**config.mk**
```make
export PLATFORM = sky130hd
export DESIGN_NAME = mag_persist_cmp
export DESIGN_NICKNAME = d
export VERILOG_FILES = /design/src/rtl/mag_cmp_pkg.sv /design/src/rtl/mcp_magnitude.sv /design/src/rtl/mcp_persist_ctr.sv /design/src/rtl/mag_persist_cmp.sv
export SDC_FILE = /design/constraint.sdc
export NUM_CORES = 1
export LEC_CHECK = 0
export BUFFER_PORTS_ARGS = -buffer_cell sky130_fd_sc_hd__buf_2
export CELL_PAD_IN_SITES_DETAIL_PLACEMENT = 1
export CELL_PAD_IN_SITES_GLOBAL_PLACEMENT = 2
export CORE_UTILIZATION = 29
export CTS_CLUSTER_DIAMETER = 150
export DETAILED_ROUTE_END_ITERATION = 10
export HOLD_SLACK_MARGIN = 0.03
export MAX_ROUTING_LAYER = met4
export PLACE_DENSITY_LB_ADDON = 0.1
export SYNTH_ARGS = -nofsm -noshare
export SYNTH_HDL_FRONTEND = slang
export SYNTH_SLANG_ARGS = --single-unit
```
**constraint.sdc**
```tcl
create_clock -name clk -period 3.8 [get_ports clk]
set_clock_uncertainty 0.15 [all_clocks]
set_input_delay 0.57 -clock clk [delete_from_list [all_inputs] [get_ports clk]]
set_output_delay 0.57 -clock clk [all_outputs]
set_load 0.01 [all_outputs]
```
**src/rtl/mag_cmp_pkg.sv**
```systemverilog
package mag_cmp_pkg;

   typedef enum logic [1:0] {
      MC_OFF     = 2'b00,
      MC_INSTANT = 2'b01,
      MC_RESTART = 2'b10,
      MC_DECAY   = 2'b11
   } mc_mode_e;

endpackage

```
**src/rtl/mcp_magnitude.sv**
```systemverilog
module mcp_magnitude #(
   parameter int SAMPLE_W = 16
) (
   input  logic [SAMPLE_W-1:0] sample,
   input  logic [SAMPLE_W-2:0] thresh,
   output logic [SAMPLE_W-2:0] mag,
   output logic                at_or_above
);
   localparam int MAG_W = SAMPLE_W - 1;
   localparam logic [MAG_W-1:0] MAG_MAX = '1;

   logic               is_neg;
   logic               is_most_neg;
   logic [SAMPLE_W-1:0] negated;

   always_comb begin
      is_neg      = sample[SAMPLE_W-1];
      is_most_neg = is_neg && (sample[MAG_W-1:0] == '0);
      negated     = '0 - sample;
      if (!is_neg)
         mag = sample[MAG_W-1:0];
      else if (is_most_neg)
         mag = MAG_MAX;
      else
         mag = negated[MAG_W-1:0];
      at_or_above = (mag >= thresh);
   end

endmodule

```
**src/rtl/mcp_persist_ctr.sv**
```systemverilog
module mcp_persist_ctr
   import mag_cmp_pkg::*;
#(
   parameter int CNT_W = 8
) (
   input  logic             clk,
   input  logic             rst_n,
   input  logic             valid,
   input  logic             hit,
   input  mc_mode_e         mode,
   input  logic [CNT_W-1:0] target,
   output logic             irq,
   output logic [CNT_W-1:0] count
);
   localparam logic [CNT_W:0] ONE_W = (CNT_W+1)'(1);

   mc_mode_e         mode_q;
   logic [CNT_W-1:0] count_q;
   logic             irq_q;

   logic [CNT_W-1:0] base;
   logic [CNT_W:0]   bumped;
   logic [CNT_W:0]   tgt_eff;
   logic [CNT_W-1:0] next_count;
   logic             fire;

   always_comb begin
      base    = (mode != mode_q) ? '0 : count_q;
      bumped  = {1'b0, base} + ONE_W;
      tgt_eff = (target == '0) ? ONE_W : {1'b0, target};
      next_count = '0;
      fire       = 1'b0;
      unique case (mode)
         MC_OFF: begin
            next_count = '0;
         end
         MC_INSTANT: begin
            next_count = '0;
            fire       = hit;
         end
         MC_RESTART, MC_DECAY: begin
            if (hit) begin
               if (bumped >= tgt_eff) begin
                  fire       = 1'b1;
                  next_count = '0;
               end else begin
                  next_count = bumped[CNT_W-1:0];
               end
            end else if (mode == MC_RESTART) begin
               next_count = '0;
            end else begin
               next_count = (base == '0) ? '0 : base - CNT_W'(1);
            end
         end
         default: next_count = '0;
      endcase
   end

   always_ff @(posedge clk or negedge rst_n) begin
      if (!rst_n) begin
         mode_q  <= MC_OFF;
         count_q <= '0;
         irq_q   <= 1'b0;
      end else begin
         irq_q <= valid && fire;
         if (valid) begin
            mode_q  <= mode;
            count_q <= next_count;
         end
      end
   end

   assign irq   = irq_q;
   assign count = count_q;

   // no strobe, no change
   a_r9_idle_hold: assert property (@(posedge clk) disable iff (!rst_n)
      !valid |=> ($stable(count_q) && !irq_q));

   // off mode is silent
   a_r1_off_quiet: assert property (@(posedge clk) disable iff (!rst_n)
      (valid && mode == MC_OFF) |=> (!irq_q && count_q == '0));

   // instant mode follows the compare
   a_r2_instant_follow: assert property (@(posedge clk) disable iff (!rst_n)
      (valid && mode == MC_INSTANT) |=> (irq_q == $past(hit) && count_q == '0));

   // a miss in restart mode clears the count
   a_r4_restart_clear: assert property (@(posedge clk) disable iff (!rst_n)
      (valid && mode == MC_RESTART && !hit) |=> (count_q == '0 && !irq_q));

   // a miss in decay mode steps down by one, floored at zero
   a_r5_decay_step: assert property (@(posedge clk) disable iff (!rst_n)
      (valid && mode == MC_DECAY && mode_q == MC_DECAY && !hit) |=>
         (count_q == (($past(count_q) == '0) ? '0 : ($past(count_q) - CNT_W'(1)))));

   // a firing restarts the window
   a_r6_fire_restart: assert property (@(posedge clk) disable iff (!rst_n)
      irq_q |-> (count_q == '0));

endmodule

```
**src/rtl/mag_persist_cmp.sv**
```systemverilog
module mag_persist_cmp
   import mag_cmp_pkg::*;
#(
   parameter int SAMPLE_W = 16,
   parameter int CNT_W    = 8
) (
   input  logic                clk,
   input  logic                rst_n,
   input  logic                smp_valid,
   input  logic [SAMPLE_W-1:0] smp_data,
   input  logic [SAMPLE_W-2:0] thresh,
   input  logic [CNT_W-1:0]    hit_target,
   input  logic [1:0]          mode,
   output logic                irq_pulse,
   output logic [CNT_W-1:0]    hit_count
);
   localparam int MAG_W = SAMPLE_W - 1;

   generate
      if (SAMPLE_W < 2) begin : g_bad_sample_w
         $error("mag_persist_cmp: SAMPLE_W must be at least 2");
      end
      if (CNT_W < 1 || CNT_W > 31) begin : g_bad_cnt_w
         $error("mag_persist_cmp: CNT_W must be between 1 and 31");
      end
   endgenerate

   logic [MAG_W-1:0] mag;
   logic             hit;
   mc_mode_e         mode_e;

   assign mode_e = mc_mode_e'(mode);

   mcp_magnitude #(
      .SAMPLE_W(SAMPLE_W)
   ) u_mag (
      .sample      (smp_data),
      .thresh      (thresh),
      .mag         (mag),
      .at_or_above (hit)
   );

   mcp_persist_ctr #(
      .CNT_W(CNT_W)
   ) u_ctr (
      .clk    (clk),
      .rst_n  (rst_n),
      .valid  (smp_valid),
      .hit    (hit),
      .mode   (mode_e),
      .target (hit_target),
      .irq    (irq_pulse),
      .count  (hit_count)
   );

   // reset leaves the output quiet on the first edge out of reset
   a_r10_reset_quiet: assert property (@(posedge clk) disable iff (!rst_n)
      $rose(rst_n) |-> (!irq_pulse && hit_count == '0));

endmodule

```
==> impl_metrics.yaml <==
floorplan:
  coreArea_sq_um: 5990
  rows: 28
  die_w_um: 81.1
  die_h_um: 81.1
  initial_core_util_pct: 30.3
  ioPinCount: 53
  dieArea_sq_um: 6580
synth:
  synthCells: 234
  synth_edf_count: 0
  synth_ff_type: "dfrtp_1"
  netlist.area_leader.share_pct: 18.6
  ys_seq_area_share_pct: 15.2
  synth.distinct_cells: 47
  synth_top_cells_by_area: "ha_1 (19%), dfrtp_1 (15%), nand2_1 (6.8%), xor2_1 (5.8%), inv_1 (5.6%)"
  avgSynthCellArea_sq_um: 7.76
  yosysTopAreaCell: "ha_1"
  syn-cell-area_sq_um: 1820
  synth.net_count: 305
  synth_seq_cells: 11
  async_reset_ff_share_pct: 100
  ys_warn_count: 0
layout:
  final_cell_mix: "buf_2 (50), buf_4 (38), nand2_1 (33)"
  layout_commonest_cell: "buf_2"
  area_growth_pct: 42.9
  drive_above_1_share_pct: 37.4
  antenna_cells: 0
  final_nets: 393
status:
  status: "finished, final reports clean"
power_and_ir_drop:
  intPower_uw: 319
  p_switching_uw: 179
  combPwrFrac_pct: 49.4
  vdd_drop_max_v: 0.000147
  power.share.switching_pct: 35.9
  share_seq_of_total_power_pct: 26.9
  p_leak_nw: 1.35
  power_per_cell_area_nw_per_um2: 192
  pwr-share-clk_pct: 23.7
route:
  drc: 0
  drt_iter0_drc: 105
  vias: 1965
  wl_per_cell_um: 13.9
  vias_per_cell: 4.96
  drt_first_pass_iters: 4
  finalWirelength_um: 5520
  ant_nets: 0
clocking:
  path_clk_slew_ns: 0.05
  cts_root_buffer: "clkbuf_8"
  cts_buffer_depth: 2
  cts_made_buffers: 3
  clk_latency_ns: 0.24
  cts_tree: "yes"
  clock-sinks: 11
  cts-htree-levels: 1
sta:
  fmax_mhz: 268
  final-setup-viol-count: 0
  timing.final.crit_share_pct: 98.2
  period_needed_ns: 3.73
  relSlewSlack_pct: 76.4
  worst_pin_slew_ns: 0.350
  finalWorstSetupSlack_ns: 0.0684
  hold_viol_final: 0
  rsz0062_at_grt: "yes"
  finalMaxSlewViolations: 0
  whs_ns: 0.0505
global_route:
  grt_pass1_vias: 1863
  busiest_layer: "met2"
  grt_use_met3_pct: 1.01
  grt_overflow: 0
  grtUsageMet2_pct: 27.4
  grt_max_degree: 18
  grt_use_met1_pct: 24.6
  grtUsageTotal_pct: 17.3
  grt_pass1_wl_um: 8670
  antenna_found_initial: 0
critical_path:
  crit_fanout: 7
  r2r_end: "u_ctr.count[7]"
  worstRegToRegCells: 16
  critPathKind: "in -> reg"
  r2r_start: "u_ctr.mode_q[0]"
  critical_path_required_ns: 3.82
  crit_path_end_kind: "register"
  crit_path_start_kind: "input port"
  cp.arrival_ns: 3.75
  rrSetupSlack_ns: 0.40
placed_design:
  place.gp.congestion: 0.726
  hpwl_um: 4550
  numPortBuffers: 52
  dp_slack_ns: -0.425
hold_path:
  hp-class: "in -> async"
flow_run:
  maxCapViolations: 0
==> metal layers <==
layer / wire (um) / vias to the layer above / part of all wire [%]
met5: 0 / - / 0
met4: 15 / 0 / 0.27
met3: 136 / 2 / 2.5
met2: 2500 / 35 / 45
met1: 2870 / 924 / 52
li1: - / 1004 / -
==> cells in the mapped netlist, types with 2 or more instances <==
cell type	count
nand2b_1	2
o31ai_1	2
and2_1	2
nand3_1	8
nand2_1	33
nor4_1	3
buf_2	3
xnor2_1	8
ha_1	27
a211oi_1	3
dfrtp_1	11
nand4_1	5
xor2_1	12
a31oi_1	2
buf_6	4
a21oi_1	13
a221o_1	8
o21ai_0	8
nor3_1	2
o21a_1	2
o211ai_1	3
inv_1	27
nor2_1	16
mux2_2	3
or3_1	5
==> area by class of cell <==
class	instances	area, sq um
clock buffer	4	45.0
fill	758	3400
inverter	27	101
multi-input combinational	188	1510
sequential	11	275
tap	75	93.8
timing repair buffer	91	573
==> power groups by stage <==
stage / Clock, mW / Combinational [mW] / Sequential, mW
floorplan: 0 / 0.127 / 0.134
global placement: 0 / 0.217 / 0.136
detailed placement: 0 / 0.221 / 0.136
CTS: 0.121 / 0.230 / 0.134
global route: 0.125 / 0.274 / 0.135
finish: 0.118 / 0.246 / 0.134
==> critical path: stages <==
cell and delay (ns):
buf_8 0.10, nor4_4 0.26, nand4_1 0.16, or3_4 0.39, or3b_4 0.40, and2_4 0.18
ha_4 0.20, nand2b_4 0.12, a211o_1 0.32, a211oi_4 0.24, buf_4 0.16, o2111ai_4 0.11
buf_6 0.18, a31oi_1 0.20, a221o_1 0.14
==> what timing repair did <==
action,in CTS,in global routing
hold buffers,0,0
resized for setup,8,16
setup endpoints to repair,8,8
setup buffers,3,1
pin swaps,15,7
==> worst max-delay path by stage <==
stage	start	end	slack, ns	cells after the start
global route	smp_data[6]	u_ctr.count[4]	-0.05	15
global placement	smp_data[1]	u_ctr.count[6]	-0.25	15
CTS	smp_data[1]	u_ctr.count[7]	0.009	15
detailed placement	smp_data[1]	u_ctr.count[2]	-0.43	15
floorplan	smp_data[6]	u_ctr.count[0]	0.02	13
finish	smp_data[6]	u_ctr.count[4]	0.07	15
==> kinds of logic after synthesis <==
family | share of synthesized area (%)
and+or+nand+nor | 23.3
AOI/OAI and AO/OA | 20.9
buffers and inverters | 9.10
adders and majority gates | 18.6
xor gates and xnor gates | 10.5
DFF | 15.2
muxes | 2.41
==> state kept, by name, indices dropped and copies added (netlist names) <==
name	cells
u_ctr.mode_q	2
u_ctr.irq	1
u_ctr.count	8
==> through the flow <==
step           util [%]  power, mW  TNS [ns]  std cells  instance area, sq um
2_1_floorplan         -      0.261         0        234                  1830
3_3_place_gp       39.7      0.352     -1.95        388                  2380
3_5_place_dp       39.7      0.357     -3.37        388                  2380
4_1_cts            41.6      0.484         0        395                  2490
5_1_grt            43.3      0.534    -0.228        396                  2590
6_report           43.3      0.498         0        396                  2590
Power figures use the tool's default switching activity.
